$ cat config.mk
export PLATFORM = sky130hd
export DESIGN_NAME = dskc_ctrl
export DESIGN_NICKNAME = d
export VERILOG_FILES = /design/src/rtl/dskc_pkg.sv /design/src/rtl/dskc_regs.sv /design/src/rtl/dskc_seek_trk.sv /design/src/rtl/dskc_tmo.sv /design/src/rtl/dskc_ctrl.sv
export SDC_FILE = /design/constraint.sdc
export NUM_CORES = 1
export LEC_CHECK = 0
export BUFFER_PORTS_ARGS = -buffer_cell sky130_fd_sc_hd__buf_4
export CAP_MARGIN = 20
export CORE_MARGIN = 1.5
export CORE_UTILIZATION = 45
export DETAILED_ROUTE_END_ITERATION = 10
export GPL_TIMING_DRIVEN = 0
export PLACE_DENSITY = 0.65
export REMOVE_ABC_BUFFERS = 1
export SLEW_MARGIN = 40
export SYNTH_ARGS = -nofsm -noshare
export SYNTH_HDL_FRONTEND = slang
export SYNTH_SLANG_ARGS = --single-unit
$ cat constraint.sdc
create_clock -name clk -period 3.2 [get_ports clk]
set_input_delay 0.32 -clock clk [delete_from_list [all_inputs] [get_ports clk]]
set_output_delay 0.32 -clock clk [all_outputs]
set_load 0.05 [all_outputs]
$ cat src/rtl/dskc_pkg.sv
package dskc_pkg;

    // register offsets inside the window
    localparam logic [3:0] OFS_UNIT   = 4'h0;
    localparam logic [3:0] OFS_CYLHI  = 4'h1;
    localparam logic [3:0] OFS_ADDRLO = 4'h2;
    localparam logic [3:0] OFS_WMASK  = 4'h3;
    localparam logic [3:0] OFS_CMD    = 4'h4;
    localparam logic [3:0] OFS_STHI   = 4'h5;
    localparam logic [3:0] OFS_STLO   = 4'h6;
    localparam logic [3:0] OFS_FORCE  = 4'h8;
    localparam logic [3:0] OFS_IRQOFF = 4'h9;
    localparam logic [3:0] OFS_IRQON  = 4'hA;
    localparam logic [3:0] OFS_ACK    = 4'hB;

    localparam logic [7:0] CMD_READ  = 8'd0;
    localparam logic [7:0] CMD_WRITE = 8'd1;
    localparam logic [7:0] CMD_SEEK  = 8'd2;
    localparam logic [7:0] CMD_RTZ   = 8'd3;

    typedef enum logic [3:0] {
        ST_IDLE,
        ST_SEEK,
        ST_RTZ,
        ST_WSEEK,
        ST_WSEC,
        ST_ASYNC,
        ST_HDR,
        ST_DSYNC,
        ST_XFER,
        ST_FINISH
    } st_e;

    typedef struct packed {
        logic       rsv15;
        logic       tmo;
        logic       adr_err;
        logic       fmt_err;
        logic       crc_err;
        logic       seek_err;
        logic       fault;
        logic       busy;
        logic       wprot;
        logic       wr_en;
        logic       on_cyl;
        logic       ready;
        logic [3:0] seek_cmp;
    } stat_t;

    function automatic logic is_work(st_e s);
        return (s != ST_IDLE) && (s != ST_FINISH);
    endfunction

    function automatic logic is_cmd(logic [7:0] c);
        return c <= CMD_RTZ;
    endfunction

endpackage

$ cat src/rtl/dskc_regs.sv
module dskc_regs #(
    parameter int UW = 3,
    parameter int MW = 8
) (
    input  logic          clk,
    input  logic          rst,
    input  logic          we,
    input  logic [3:0]    addr,
    input  logic [7:0]    wdata,
    input  logic          sec_inc,
    output logic [UW-1:0] unit_q,
    output logic [8:0]    cyl_q,
    output logic          head_q,
    output logic [3:0]    sec_q,
    output logic [MW-1:0] wmask_q,
    output logic          irq_en_q,
    output logic          cmd_wr,
    output logic          sel_wr,
    output logic          clr_wr,
    output logic          force_wr,
    output logic          ack_wr
);
    import dskc_pkg::*;

    always_comb begin
        cmd_wr   = we && (addr == OFS_CMD);
        sel_wr   = we && (addr == OFS_UNIT);
        clr_wr   = we && ((addr == OFS_STHI) || (addr == OFS_STLO));
        force_wr = we && (addr == OFS_FORCE);
        ack_wr   = we && (addr == OFS_ACK);
    end

    always_ff @(posedge clk) begin
        if (rst) begin
            unit_q   <= '0;
            cyl_q    <= '0;
            head_q   <= 1'b0;
            sec_q    <= '0;
            wmask_q  <= '0;
            irq_en_q <= 1'b0;
        end else begin
            if (sel_wr) unit_q <= wdata[UW-1:0];
            if (we && addr == OFS_CYLHI) cyl_q[8:3] <= wdata[5:0];
            if (we && addr == OFS_ADDRLO) begin
                cyl_q[2:0] <= wdata[7:5];
                head_q     <= wdata[4];
                sec_q      <= wdata[3:0];
            end else if (sec_inc) begin
                sec_q <= sec_q + 4'd1;
            end
            if (we && addr == OFS_WMASK) wmask_q <= wdata[MW-1:0];
            if (we && addr == OFS_IRQOFF) irq_en_q <= 1'b0;
            else if (we && addr == OFS_IRQON) irq_en_q <= 1'b1;
        end
    end

endmodule

$ cat src/rtl/dskc_seek_trk.sv
module dskc_seek_trk #(
    parameter int N = 4
) (
    input  logic         clk,
    input  logic         rst,
    input  logic [N-1:0] mark,
    input  logic [N-1:0] on_cyl,
    output logic [N-1:0] act,
    output logic [N-1:0] cmp
);
    for (genvar i = 0; i < N; i++) begin : g_drv
        always_ff @(posedge clk) begin
            if (rst) begin
                act[i] <= 1'b0;
                cmp[i] <= 1'b0;
            end else if (mark[i]) begin
                act[i] <= 1'b1;
                cmp[i] <= 1'b0;
            end else if (act[i] && on_cyl[i]) begin
                act[i] <= 1'b0;
                cmp[i] <= 1'b1;
            end
        end
    end

endmodule

$ cat src/rtl/dskc_tmo.sv
module dskc_tmo #(
    parameter int LIMIT = 5_000_000
) (
    input  logic clk,
    input  logic rst,
    input  logic arm,
    input  logic disarm,
    output logic expire
);
    localparam int CW = $clog2(LIMIT + 1);

    logic          armed;
    logic [CW-1:0] cnt;

    assign expire = armed && (cnt == CW'(LIMIT - 1));

    always_ff @(posedge clk) begin
        if (rst) begin
            armed <= 1'b0;
            cnt   <= '0;
        end else if (disarm) begin
            armed <= 1'b0;
        end else if (arm) begin
            armed <= 1'b1;
            cnt   <= '0;
        end else if (armed) begin
            cnt <= cnt + 1'b1;
        end
    end

endmodule

$ cat src/rtl/dskc_ctrl.sv
module dskc_ctrl #(
    parameter int NUM_DRIVES  = 4,
    parameter int TIMEOUT_CYC = 5_000_000,
    localparam int DRV_W = $clog2(NUM_DRIVES),
    localparam int UW    = DRV_W + 1,
    localparam int MW    = 2 * NUM_DRIVES
) (
    input  logic                  clk,
    input  logic                  rst,
    input  logic                  bus_we,
    input  logic [3:0]            bus_addr,
    input  logic [7:0]            bus_wdata,
    output logic [7:0]            bus_rdata,
    input  logic [NUM_DRIVES-1:0] drv_ready,
    input  logic [NUM_DRIVES-1:0] drv_on_cyl,
    input  logic [NUM_DRIVES-1:0] drv_addr_ack,
    input  logic [NUM_DRIVES-1:0] drv_fault,
    input  logic [NUM_DRIVES-1:0] drv_wprot,
    input  logic [NUM_DRIVES-1:0] drv_seek_err,
    input  logic                  drv_sec_pulse,
    input  logic [3:0]            drv_sec_num,
    output logic [DRV_W-1:0]      drv_sel,
    output logic                  drv_platter,
    output logic [8:0]            drv_cyl,
    output logic                  drv_head,
    output logic [3:0]            drv_sector,
    output logic                  drv_seek_req,
    output logic                  drv_rtz_req,
    output logic                  drv_wr_gate,
    input  logic                  ser_sync,
    input  logic                  ser_fmt_err,
    input  logic                  ser_hdr_ok,
    input  logic                  ser_hdr_bad,
    input  logic                  ser_sec_done,
    input  logic                  ser_crc_bad,
    output logic                  dma_req,
    output logic                  dma_rd,
    input  logic                  dma_done,
    output logic                  irq
);
    import dskc_pkg::*;

    logic [UW-1:0]         unit_q;
    logic [8:0]            cyl_q;
    logic                  head_q;
    logic [3:0]            sec_q;
    logic [MW-1:0]         wmask_q;
    logic                  irq_en_q;
    logic                  cmd_wr, sel_wr, clr_wr, force_wr, ack_wr;
    logic [NUM_DRIVES-1:0] seek_act, seek_cmp, mark_vec;
    logic                  expire;

    st_e   st_q, nxt;
    logic  mark, sinc, start;
    logic  set_fmt, set_adr, set_crc, set_tmo;
    logic  fmt_q, adr_q, crc_q, tmo_q;
    logic  dma_req_q, dma_rd_q, irq_q, upd_q;
    stat_t live;
    logic [15:0] status_q;
    logic [DRV_W-1:0] drv_idx;
    logic  ready_sel, ack_sel, fault_sel;

    dskc_regs #(.UW(UW), .MW(MW)) u_regs (
        .clk(clk), .rst(rst), .we(bus_we), .addr(bus_addr), .wdata(bus_wdata),
        .sec_inc(sinc), .unit_q(unit_q), .cyl_q(cyl_q), .head_q(head_q),
        .sec_q(sec_q), .wmask_q(wmask_q), .irq_en_q(irq_en_q),
        .cmd_wr(cmd_wr), .sel_wr(sel_wr), .clr_wr(clr_wr),
        .force_wr(force_wr), .ack_wr(ack_wr)
    );

    dskc_seek_trk #(.N(NUM_DRIVES)) u_trk (
        .clk(clk), .rst(rst), .mark(mark_vec), .on_cyl(drv_on_cyl),
        .act(seek_act), .cmp(seek_cmp)
    );

    dskc_tmo #(.LIMIT(TIMEOUT_CYC)) u_tmo (
        .clk(clk), .rst(rst), .arm(start), .disarm(nxt == ST_FINISH),
        .expire(expire)
    );

    assign drv_idx   = unit_q[DRV_W:1];
    assign ready_sel = drv_ready[drv_idx];
    assign ack_sel   = drv_addr_ack[drv_idx];
    assign fault_sel = drv_fault[drv_idx];

    assign drv_sel      = drv_idx;
    assign drv_platter  = unit_q[0];
    assign drv_cyl      = cyl_q;
    assign drv_head     = head_q;
    assign drv_sector   = sec_q;
    assign drv_seek_req = (st_q == ST_SEEK) && ready_sel;
    assign drv_rtz_req  = (st_q == ST_RTZ);
    assign drv_wr_gate  = dma_req_q && !dma_rd_q && wmask_q[unit_q];
    assign dma_req      = dma_req_q;
    assign dma_rd       = dma_rd_q;
    assign irq          = irq_q;

    always_comb begin
        mark_vec = '0;
        if (mark) mark_vec[drv_idx] = 1'b1;
    end

    // next-state logic
    always_comb begin
        nxt     = st_q;
        mark    = 1'b0;
        sinc    = 1'b0;
        start   = 1'b0;
        set_fmt = 1'b0;
        set_adr = 1'b0;
        set_crc = 1'b0;
        set_tmo = 1'b0;
        case (st_q)
            ST_IDLE: begin
                if (cmd_wr && is_cmd(bus_wdata)) begin
                    start = 1'b1;
                    if (bus_wdata == CMD_SEEK)     nxt = ST_SEEK;
                    else if (bus_wdata == CMD_RTZ) nxt = ST_RTZ;
                    else                           nxt = ST_WSEC;
                end
            end
            ST_SEEK: begin
                if (drv_seek_req && ack_sel) begin
                    nxt  = ST_WSEEK;
                    mark = 1'b1;
                end
            end
            ST_RTZ: begin
                if (ack_sel) begin
                    nxt  = ST_WSEEK;
                    mark = 1'b1;
                end
            end
            ST_WSEEK: begin
                if (seek_act == '0) nxt = ST_FINISH;
            end
            ST_WSEC: begin
                if (drv_sec_pulse && drv_sec_num == sec_q) nxt = ST_ASYNC;
            end
            ST_ASYNC: begin
                if (ser_fmt_err) begin
                    set_fmt = 1'b1;
                    nxt     = ST_FINISH;
                end else if (ser_sync) begin
                    nxt = ST_HDR;
                end
            end
            ST_HDR: begin
                if (ser_hdr_bad) begin
                    set_adr = 1'b1;
                    nxt     = ST_FINISH;
                end else if (ser_hdr_ok) begin
                    nxt = ST_DSYNC;
                end
            end
            ST_DSYNC: begin
                if (ser_fmt_err) begin
                    set_fmt = 1'b1;
                    nxt     = ST_FINISH;
                end else if (ser_sync) begin
                    nxt = ST_XFER;
                end
            end
            ST_XFER: begin
                if (ser_sec_done) begin
                    if (ser_crc_bad) begin
                        set_crc = 1'b1;
                        nxt     = ST_FINISH;
                    end else begin
                        sinc = 1'b1;
                        nxt  = ST_WSEC;
                    end
                end
            end
            ST_FINISH: begin
                if (ack_wr)         nxt = ST_IDLE;
                else if (!irq_en_q) nxt = ST_IDLE;
            end
            default: nxt = ST_IDLE;
        endcase
        // aborts of a running command
        if (is_work(st_q) && (fault_sel || expire || (dma_done && dma_req_q))) begin
            nxt     = ST_FINISH;
            mark    = 1'b0;
            sinc    = 1'b0;
            set_tmo = expire;
        end
        if (force_wr) nxt = ST_FINISH;
    end

    // live status word, captured only on a state move or unit select
    always_comb begin
        live          = '0;
        live.seek_cmp = 4'(seek_cmp);
        live.ready    = ready_sel;
        live.on_cyl   = drv_on_cyl[drv_idx];
        live.wprot    = drv_wprot[drv_idx];
        live.busy     = (st_q != ST_IDLE);
        live.fault    = fault_sel;
        live.seek_err = drv_seek_err[drv_idx];
        live.crc_err  = crc_q;
        live.fmt_err  = fmt_q;
        live.adr_err  = adr_q;
        live.tmo      = tmo_q;
    end

    always_ff @(posedge clk) begin
        if (rst) begin
            st_q      <= ST_IDLE;
            fmt_q     <= 1'b0;
            adr_q     <= 1'b0;
            crc_q     <= 1'b0;
            tmo_q     <= 1'b0;
            dma_req_q <= 1'b0;
            dma_rd_q  <= 1'b0;
            irq_q     <= 1'b0;
            upd_q     <= 1'b0;
            status_q  <= '0;
        end else begin
            st_q  <= nxt;
            upd_q <= (nxt != st_q) || sel_wr;
            if (upd_q) status_q <= live;
            if (start || clr_wr) begin
                fmt_q <= 1'b0;
                adr_q <= 1'b0;
                crc_q <= 1'b0;
                tmo_q <= 1'b0;
            end else begin
                if (set_fmt) fmt_q <= 1'b1;
                if (set_adr) adr_q <= 1'b1;
                if (set_crc) crc_q <= 1'b1;
                if (set_tmo) tmo_q <= 1'b1;
            end
            if (start) dma_rd_q <= (bus_wdata == CMD_READ);
            if (nxt == ST_FINISH || nxt == ST_IDLE) dma_req_q <= 1'b0;
            else if (nxt == ST_DSYNC)                dma_req_q <= 1'b1;
            if (ack_wr) irq_q <= 1'b0;
            else if (st_q == ST_FINISH && irq_en_q) irq_q <= 1'b1;
        end
    end

    always_comb begin
        case (bus_addr)
            OFS_CYLHI:  bus_rdata = {2'b00, cyl_q[8:3]};
            OFS_ADDRLO: bus_rdata = {cyl_q[2:0], head_q, drv_sec_num};
            OFS_CMD:    bus_rdata = {7'd0, st_q != ST_IDLE};
            OFS_STHI:   bus_rdata = status_q[15:8];
            OFS_STLO:   bus_rdata = status_q[7:0];
            default:    bus_rdata = 8'h00;
        endcase
    end

endmodule

==> out/metrics.cfg, run 1 <==
[clock_tree]
h-tree-depth=3
path_clk_slew_ns=0.08
clock_sinks=84
cts_root_buf=clkbuf_8
cts_tree=built
clk_latency_ns=0.36
clock_path_buffers=2
cts_made_buffers=9

[yosys]
synth_top_cell_area_share_pct=37.8
yosysTopAreaCell=dfxtp_1
synthTopCellsByArea=dfxtp_1 38%, mux2i_1 8.1%, nor2_1 6.8%
synth-seq-cells=84
synth_cells=507
synth_edf_count=0
synth.yosys.seq_area_share_pct=37.8
synth_ff_type=dfxtp_1
netlist_area_mm2=0.00444
synth_most_common_cell=dfxtp_1
ys_types=63
yosys_warnings=0
ys_top_cells_by_count=84 x dfxtp_1, 80 x nor2_1, 36 x mux2i_1
avgSynthCellArea_um2=8.76
ys_async_sr_fraction_pct=0

[timing]
rsz0062_at_grt=false
setup_viol=0
drv_slew=0
final_hold_viol_count=0
max_freq_mhz=333
min_period_ns=3.00
min_period_over_period_pct=93.9
holdWs_ns=0.217
clock_skew_ns=0.0116
slew_headroom_pct=53.3
max_slew.worst_pin.slew_ns=0.698

[power_and_ir_drop]
vdd_drop_max_v=0.000272
total_power_mw=2.71
powerDensity_mw_per_mm2=506
p_leak_nw=2.09

[placed_design]
placed_area_mm2=0.00509
dp_hpwl_um=8420
port-buffer-count=81
place_congestion=0.810

[drt]
vias=4015
first_pass_iters=4
wire_per_inst_um=16.4
routed_wl_um=11600
viasPerCell=5.70
detail-route-antenna-nets=0
drtIter0Drc=197
route.detailed.drc=0

[status]
status=finished clean

[critical_path]
required_ns=3.41
setup.worst_path.start=st_q[1]$_SDFF_PP0_
crit_type=flip-flop to flip-flop
worst_setup_path_start_kind=flip-flop
setup.worst_path.end_class=flip-flop
crit_arrival_ns=3.21
crit_path_max_fanout=21
r2r_slack_ns=0.20
path_cells=or4_4 -> or4_4 -> nor3_2 -> o21bai_4 -> and2_1 -> o32ai_1 -> a31oi_1
path_common_cell=or4_4
slowest_delay_ns=0.66
worst_path_max_delay_cell=or4_4
r2r-start=st_q[1]$_SDFF_PP0_

[finish]
fillerInstances=905
multi_input_area_mm2=0.00262
area_growth_syn_to_layout_pct=20.8
seq_area_mm2=0.00169
fin_area_mm2=0.00537
nets=619
antenna_cells=0
layout-drive-gt1-share_pct=21.9

[flow_run]
drv_cap=0

[grt]
grtUsageTotal_pct=23.5
antenna_found_initial=0
grt_first_pass_wirelength_um=19100
overflow=0
grt_pass1_vias=3857
grt_max_degree=62

[floorplan]
initial_utilization_pct=45.9
fp.dieW_um=102
row_count=36
fp.coreArea_mm2=0.00968
io_pins=82
die_area_mm2=0.0105
die_y_um=102

[hold_path]
min_from=bus_wdata[6]
hp-class=input pin to flip-flop

repair_timing:
action	4_1_cts	5_1_grt
hold buffers	0	0
pin swaps	0	0
gates resized for setup	1	4
buffers inserted	0	0
endpoints found under the hold margin	0	0
endpoints found under the setup margin	4	5
worst paths after layout:
check,endpoint,cells past startpoint
hold reg to reg,crc_q$_SDFFE_PP0P_,2
hold / removal,u_regs.cyl_q[1]$_SDFFE_PP0P_,3
setup / recovery,upd_q$_SDFF_PP0_,7
setup reg to reg,upd_q$_SDFF_PP0_,7
placed cells by master, fill, tap and decap left out, types with 7 or more instances in the layout:
cell type and count:
a22oi_1 10, nor4_1 7, a31oi_1 7, nand3_1 22, mux2i_1 36, nand2_1 22
nor2_1 80, clkbuf_8 11, a21oi_1 25, xor2_1 16, or3_1 10, buf_4 81
nand4_1 10, dfxtp_1 80, a211oi_1 7, mux4_2 8, inv_1 10, o21ai_0 15
report_power, final:
part	total [mW]	internal, mW	switching, mW
combinational	0.564	0.244	0.320
sequential	1.21	1.09	0.120
clock	0.940	0.561	0.380
total	2.71	1.90	0.820
registers in the layout, indices dropped and copies added, names as in the netlist:
register / cells
u_trk.act: 4
u_regs.head_q: 1
u_regs.sec_q: 4
u_trk.cmp: 4
crc_q: 1
dma_req: 1
u_regs.irq_en_q: 1
status_q: 14
tmo_q: 1
u_regs.unit_q: 3
u_regs.cyl_q: 9
adr_q: 1
irq: 1
u_regs.wmask_q: 8
u_tmo.armed: 1
u_tmo.cnt: 23
st_q: 4
fmt_q: 1
upd_q: 1
dma_rd: 1
worst max-delay path, delay by kind of cell, from the launching register on:
| kind | cells | cell delay (ns) |
|---|---|---|
| simple gates | 4 | 1.76 |
| flops | 1 | 0.53 |
| compound gates | 3 | 0.56 |
per-stage QoR:
stage	TNS [ns]	setup slack, ns	utilization (%)	cells
3_5_place_dp	-0.261	-0.0954	52.6	688
3_3_place_gp	-3.64	-0.446	52.4	688
2_1_floorplan	-7.04	-0.400	-	474
5_1_grt	0	0.0239	55.4	704
6_report	0	0.196	55.4	704
4_1_cts	0	0.0870	55.2	704
cell type report:
class                   count  area share, %
clock buffers              12           2.89
clock inverters             4           1.77
inverters                  10          0.699
multi-input cells         380           48.7
flip-flops and latches     84           31.5
well taps                 133           3.10
repair buffers             81           11.3
kinds of logic after synthesis:
logic type | synth area share (%)
AND/OR/NAND/NOR | 26.6
buffers and inverters | 4.03
multiplexers | 12.7
AO/OA/AOI/OAI | 14.8
XOR/XNOR | 3.55
flip-flops | 37.8
adder cells (fa/ha/maj) | 0.563
routing by layer:
metal  up-vias  part of all wire (%)  GRT usage [%]
met2       105                    48           38.2
li1       1983                     -              -
met4         0                   2.0           9.80
met5         -                     0              0
met3        20                   5.4           4.10
met1      1907                    44           30.7
Power figures use the tool's default switching activity.
==> inputs of run 2 (changes only) <==
Settings changed: CTS_CLUSTER_SIZE set to 14.
Clock period 3.2 ns to 3.5 ns, I/O delays scaled along.
==> run 2 against run 1 <==
  * Clock power shrank 9.0%
  * Global-route usage is essentially flat
  * Wire length grew 0.40%
  * Cell count is the same
  * Via count grew 1.1%
  * Sequential share of layout area is essentially flat
  * First-iteration DRC count grew 2.0%
  * Non-clock buffer count is the same
  * Fmax shrank 2.8%
  * Worst hold slack gained 0.031 ns
  * Combinational power shrank 8.9%
  * Highest routed layer unchanged
==> out/metrics.cfg, run 2 (synthesis gave the netlist of run 1 again) <==
[clock_tree]
cts_hold_buf=0  ; unchanged
cts_made_buffers=9  ; unchanged
cts_setup_buffers=0  ; unchanged
path_clk_slew_ns=0.08  ; about the same
clock_path_buffers=2  ; unchanged
clk_latency_ns=0.35  ; about the same
cts_root_buf=clkbuf_8
clock_sinks=84  ; unchanged
cts_tree=built
h-tree-depth=3  ; unchanged

[power_and_ir_drop]
p_leak_nw=2.08  ; -0.24%
p_sw_uw=745  ; -9.1%
swShare_pct=30.1  ; -0.12 points
power.internal_mw=1.73  ; -8.6%
p_clk_share_pct=34.5  ; about the same
powerDensity_mw_per_mm2=463  ; -8.5%
comb_power_share_pct=20.7  ; about the same
vdd_drop_max_v=0.000249  ; -8.7%
seqPwrFrac_pct=44.8  ; +0.2 points

[critical_path]
cpLargestDelayFamily=simple AND/OR/NAND/NOR gates
timing.critical_path.buf_inv=0  ; unchanged
crit_path_max_fanout=20  ; -4.8%
crit_arrival_ns=3.39  ; +0.18 ns
r2r-start=u_regs.unit_q[1]$_SDFFE_PP0P_
crit_type=flip-flop to flip-flop
path_cells=mux4_2 -> and2_1 -> a311o_1 -> o21bai_4 -> nand3_1 -> or4_1 -> nand2_1
worst_path_max_delay_cell=dfxtp_2
setup.worst_path.end_class=flip-flop
required_ns=3.80  ; +0.39 ns
worst_setup_path_start_kind=flip-flop
setup.worst_path.start=u_regs.unit_q[1]$_SDFFE_PP0P_
slowest_delay_ns=0.66  ; about the same

[floorplan]
row_count=36  ; unchanged
fp.coreArea_mm2=0.00968  ; unchanged
die_y_um=102  ; unchanged
initial_utilization_pct=45.9  ; unchanged
fp.dieW_um=102  ; unchanged
die_area_mm2=0.0105  ; unchanged
io_pins=82  ; unchanged

[drt]
drtIter0Drc=201  ; +2.0%
route.detailed.drc=0  ; unchanged
viasPerCell=5.77  ; +1.1%
detail-route-antenna-nets=0  ; unchanged
first_pass_iters=5  ; +1
vias=4061  ; +1.1%
wire_per_inst_um=16.5  ; +0.40%
routed_wl_um=11600  ; +0.40%

[timing]
setup_viol=0  ; unchanged
min_period_ns=3.09  ; +0.0855 ns
clock_skew_ns=0.0118  ; +0.000240 ns
worst_slack_ns=0.410  ; +0.215 ns
max_slew.worst_pin.slew_ns=0.750  ; +0.0525 ns
final_hold_viol_count=0  ; unchanged
rsz0062_at_grt=false
drv_slew=0  ; unchanged
tns_ns=0  ; unchanged
max_freq_mhz=324  ; -2.8%
slew_headroom_pct=49.9  ; -3.4 points
min_period_over_period_pct=88.3  ; -5.6 points

[hold_path]
hp-class=input pin to flip-flop
min_from=bus_wdata[6]

[placed_design]
dp_hpwl_um=8420  ; unchanged
port-buffer-count=81  ; unchanged
place_congestion=0.810  ; unchanged
placed_area_mm2=0.00509  ; unchanged
pre_cts_ws_ns=0.205  ; +0.300 ns

[grt]
grt_first_pass_wirelength_um=19100  ; about the same
antenna_found_initial=0  ; unchanged
grtUsageTotal_pct=23.4  ; about the same
grt_max_degree=62  ; unchanged
overflow=0  ; unchanged
grt_pass1_vias=3854  ; -0.078%

[finish]
layout_commonest_cell=dfxtp_1
antenna_cells=0  ; unchanged
fillerInstances=906  ; +0.11%
fin_util_pct=55.3  ; -0.14 points
layout-drive-gt1-share_pct=21.5  ; -0.35 points
nets=619  ; unchanged
final_cell_mix=82 x dfxtp_1, 81 x buf_4, 80 x nor2_1, 36 x mux2i_1, 25 x a21oi_1
reg_top3=u_tmo.cnt: 23 flops, status_q: 14 flops, u_regs.cyl_q: 9 flops
area_growth_syn_to_layout_pct=20.5
max_flop_register=u_tmo.cnt
fin_area_mm2=0.00535  ; -0.26%
largest_reg_flops=23  ; unchanged

[flow_run]
drv_cap=0  ; unchanged

[status]
status=finished clean

run 2: cell count changes in the layout (fill, tap and decap cells not counted):
| cell | before | now |
|---|---|---|
| nor4_4 | 1 | 0 |
| dfxtp_1 | 80 | 82 |
| nor4_2 | 0 | 1 |
| dfxtp_2 | 3 | 2 |
| dfxtp_4 | 1 | 0 |
run 2: metrics by stage:
stage                     hold slack (ns)  cells  power [mW]
final                               0.249    704        2.48
after global routing                0.268    704        2.59
after CTS                           0.234    704        2.49
after detailed placement            0.446    688        1.63
after global placement              0.440    688        1.62
after floorplan                     0.419    474        1.43
run 2: power by group through the flow:
stage / Sequential, mW / Clock, mW / Combinational, mW
6_report: 1.11 / 0.855 / 0.514
5_1_grt: 1.12 / 0.910 / 0.562
4_1_cts: 1.10 / 0.876 / 0.508
3_5_place_dp: 1.13 / 0 / 0.506
3_3_place_gp: 1.12 / 0 / 0.492
2_1_floorplan: 1.11 / 0 / 0.326
run 2: worst min-delay path: stages:
cell and delay [ns]:
buf_4 0.09, mux2i_1 0.06, nor2_1 0.07
run 2: timing repair:
action | CTS | global route
hold endpoints to repair | 0 | 0
gates resized for setup | 0 | 1
setup endpoints to repair | 0 | 2
run 2: per-layer routing:
layer  wire (µm)  track usage, %  share of wire (%)
met5           0               0                  0
met4         205            9.80                1.8
met3         635            4.10                5.5
met2        5630            38.2                 48
met1        5150            30.7                 44
run 2: worst paths after layout:
check	slack [ns]	cells past startpoint	to
worst max register to register	0.41	7	u_tmo.cnt[5]$_SDFFE_PP0P_
worst min-delay path	0.25	3	u_regs.cyl_q[1]$_SDFFE_PP0P_
worst max-delay path	0.41	7	u_tmo.cnt[5]$_SDFFE_PP0P_
worst min register to register	0.45	2	crc_q$_SDFFE_PP0P_
run 2: layout make-up:
class                           count  area, µm²  area share (%)
Multi-Input combinational cell    380       2610            48.7
Sequential cell                    84       1680            31.5
Timing Repair Buffer               81        608            11.4
Tap cell                          133        166            3.11
Clock buffer                       12        155            2.90
Clock inverter                      4       95.1            1.78
Inverter                           10       37.5           0.701
==> inputs of run 3 (changes only) <==
Settings changed: CAP_MARGIN 20 to 40, SYNTH_HIERARCHICAL set to 1.
==> run 3 against run 2 <==
  * Largest power group unchanged
  * Clock skew is 0.0012 ns higher
  * Worst setup slack worse by 0.21 ns
  * Sequential share of layout area is 0.35 points lower
  * Final area is 1.4% higher
  * Clock power is 16% lower
  * Sequential power hardly changed
  * Die area is 3.0% higher
  * Critical path depth is 5 higher
  * Global-route usage is 0.41 points higher
==> out/metrics.cfg, run 3 <==
[drt]
route.detailed.drc=0  ; unchanged
drtIter0Drc=231  ; +15%
first_pass_iters=4  ; -1
viasPerCell=5.93  ; +2.8%
wire_per_inst_um=17.3  ; +4.7%
detail-route-antenna-nets=0  ; unchanged
routed_wl_um=12600  ; +8.5%
vias=4322  ; +6.4%

[critical_path]
crit_arrival_ns=3.59  ; +0.20 ns
worst_setup_path_start_kind=input pin
crit_type=input pin to flip-flop
required_ns=3.78  ; -0.02 ns
r2r-start=st_q[2]$_SDFF_PP0_
rr_endpoint=u_tmo/cnt[17]$_SDFFE_PP0P_
r2r_slack_ns=0.25  ; -0.16 ns
ff2ff_path_depth=9  ; +2
setup.worst_path.end_class=flip-flop
crit_path_max_fanout=14  ; -30%

[clock_tree]
cts_tree=built
h-tree-depth=3  ; unchanged
clock_sinks=84  ; unchanged
cts_hold_buf=0  ; unchanged
cts_root_buf=clkbuf_8
cts_made_buffers=9  ; unchanged
clk_latency_ns=0.35  ; about the same
clock_path_buffers=2  ; unchanged
path_clk_slew_ns=0.09  ; about the same

[finish]
layout-drive-gt1-share_pct=21.8  ; +0.27 points
layout_commonest_cell=buf_4
fillerInstances=923  ; +1.9%
area_growth_syn_to_layout_pct=18.5
largest_reg_flops=23  ; unchanged
max_flop_register=u_tmo/cnt
final_cells=729  ; +3.6%
reg_top3=u_tmo/cnt: 23 flops, status_q: 14 flops, u_regs/cyl_q: 9 flops
final_cell_mix=82 x buf_4, 81 x dfxtp_1, 52 x nor2_1, 48 x a21oi_1, 32 x nand3_1
fin_area_mm2=0.00543  ; +1.4%
multi_input_area_mm2=0.00268  ; +3.0%
seq_area_mm2=0.00169  ; +0.22%
nets=644  ; +4.0%
antenna_cells=0  ; unchanged

[placed_design]
place_congestion=0.835  ; +3.1%
port-buffer-count=81  ; unchanged
pre_cts_ws_ns=-0.428  ; -0.632 ns
placed_area_mm2=0.00518  ; +1.6%
dp_hpwl_um=9160  ; +8.7%
place_inst=712  ; +3.5%

[grt]
antenna_found_initial=0  ; unchanged
grtUsageTotal_pct=23.9  ; +0.41 points
grt_max_degree=62  ; unchanged
overflow=0  ; unchanged
grt_first_pass_wirelength_um=20900  ; +9.3%
grt_pass1_vias=4067  ; +5.5%

[yosys]
ys_async_sr_fraction_pct=0  ; unchanged
synthTopCellsByArea=dfxtp_1 37%, a21oi_1 5.2%, mux2i_1 5.2%
ys_top_cells_by_count=84 x dfxtp_1, 53 x nor2_1, 48 x a21oi_1
ys_types=65  ; +3.2%
synth_edf_count=0  ; unchanged
yosys_warnings=6  ; +6
netlist_area_mm2=0.00458  ; +3.0%
synth_ff_type=dfxtp_1
synth-seq-cells=84  ; unchanged
yosysTopAreaCell=dfxtp_1
avgSynthCellArea_um2=8.61  ; -1.8%
synth_most_common_cell=dfxtp_1
synth_cells=532  ; +4.9%
synth_top_cell_area_share_pct=36.7  ; -1.1 points
synth.yosys.seq_area_share_pct=36.7  ; -1.1 points

[timing]
tns_ns=0  ; unchanged
drv_slew=0  ; unchanged
setup_viol=0  ; unchanged
max_slew.worst_pin.slew_ns=0.767  ; +0.0170 ns
clock_skew_ns=0.0130  ; +0.00120 ns
min_period_over_period_pct=94.4  ; +6.1 points
min_period_ns=3.30  ; +0.214 ns
slew_headroom_pct=48.6  ; -1.3 points
max_freq_mhz=303  ; -6.5%
final_hold_viol_count=0  ; unchanged
worst_slack_ns=0.196  ; -0.214 ns

[floorplan]
io_pins=82  ; unchanged
row_count=36  ; unchanged
fp.coreArea_mm2=0.00982  ; +1.4%
fp.dieW_um=104  ; +1.5%
initial_utilization_pct=46.6  ; +0.74 points
die_area_mm2=0.0108  ; +3.0%
die_y_um=104  ; +1.5%

[hold_path]
holdPathStages=2  ; -1
min_from=bus_addr[0]
hp-class=input pin to flip-flop
hold_path_end=u_regs/irq_en_q$_SDFFE_PP0P_

[status]
status=finished clean

[power_and_ir_drop]
powerDensity_mw_per_mm2=410  ; -12%
total_power_mw=2.22  ; -10%
vdd_drop_max_v=0.000250  ; +0.51%
p_leak_nw=1.97  ; -5.4%

[flow_run]
drv_cap=0  ; unchanged

==> run 3: cell types whose count changed in the layout (fill, tap and decap cells not counted), moves of 6 or more <==
cell | before | now
o21ai_1 | 0 | 16
a22oi_1 | 10 | 1
inv_1 | 10 | 17
nor2_1 | 80 | 52
nor3_1 | 6 | 12
mux2i_1 | 36 | 24
xnor2_1 | 2 | 12
xor2_1 | 16 | 8
a21oi_1 | 25 | 48
nand3_1 | 22 | 32
==> run 3: worst max path at each step <==
stage                                       start                         end  slack [ns]  cells after the start
global placement                      bus_addr[0]  u_tmo/cnt[17]$_SDFFE_PP0P_       -0.38                     12
finish                                bus_addr[0]  u_tmo/cnt[17]$_SDFFE_PP0P_        0.20                     12
detailed placement                    bus_addr[0]  u_tmo/cnt[17]$_SDFFE_PP0P_       -0.43                     12
floorplan           u_regs/unit_q[1]$_SDFFE_PP0P_  u_tmo/cnt[17]$_SDFFE_PP0P_       -0.09                      9
CTS                     u_tmo/cnt[0]$_SDFFE_PP0P_  u_tmo/cnt[22]$_SDFFE_PP0P_        0.02                     14
global route                          bus_addr[0]  u_tmo/cnt[17]$_SDFFE_PP0P_       -0.01                     12
==> run 3: critical path, cell delays in order <==
cell	delay [ns]
buf_4	0.13
nand2b_1	0.49
nor4b_1	0.10
nor4b_1	0.17
and3_2	0.30
a311oi_1	0.36
and2_2	0.27
nor2_4	0.07
o21bai_4	0.21
or4_4	0.58
or4_1	0.41
a21oi_1	0.14
==> run 3: final cells by class <==
class	instances	share of cell area, %
Inverter	18	1.25
Multi-Input combinational cell	396	49.5
Sequential cell	84	31.1
Tap cell	133	3.07
Clock inverter	3	0.830
Timing Repair Buffer	82	11.3
Clock buffer	13	2.93
==> run 3: timing repair <==
item / in CTS / in global routing
resized for setup: 7 / 7
pin swaps: 0 / 1
endpoints found under the setup margin: 13 / 21
buffers inserted: 0 / 1
==> run 3: cells by family after synthesis <==
kind of cell             synth area share, %
AO/OA/AOI/OAI                           18.1
XOR/XNOR                                4.18
adder cells (fa/ha/maj)                0.547
buffers and inverters                   5.36
flip-flops                              36.7
multiplexers                            10.0
AND/OR/NAND/NOR                         25.1
==> run 3: metrics by stage <==
step | utilization, % | hold slack [ns]
floorplan | - | 0.413
global placement | 52.7 | 0.454
detailed placement | 52.7 | 0.463
CTS | 55.0 | 0.251
global route | 55.2 | 0.269
finish | 55.2 | 0.264
==> run 3: where the power goes <==
group	switching, mW	leakage, nW	internal [mW]
logic	0.234	1.19	0.194
clock network	0.346	0.0959	0.370
registers	0.0852	0.680	0.992
==> run 3: per-layer routing <==
metal  GRT usage (%)  up-vias  share of wire (%)
li1                -     2081                  -
met1            34.8     2095                 47
met2            36.3      135                 46
met3            3.45       11                5.4
met4            7.54        0                1.1
met5               0        -                  0
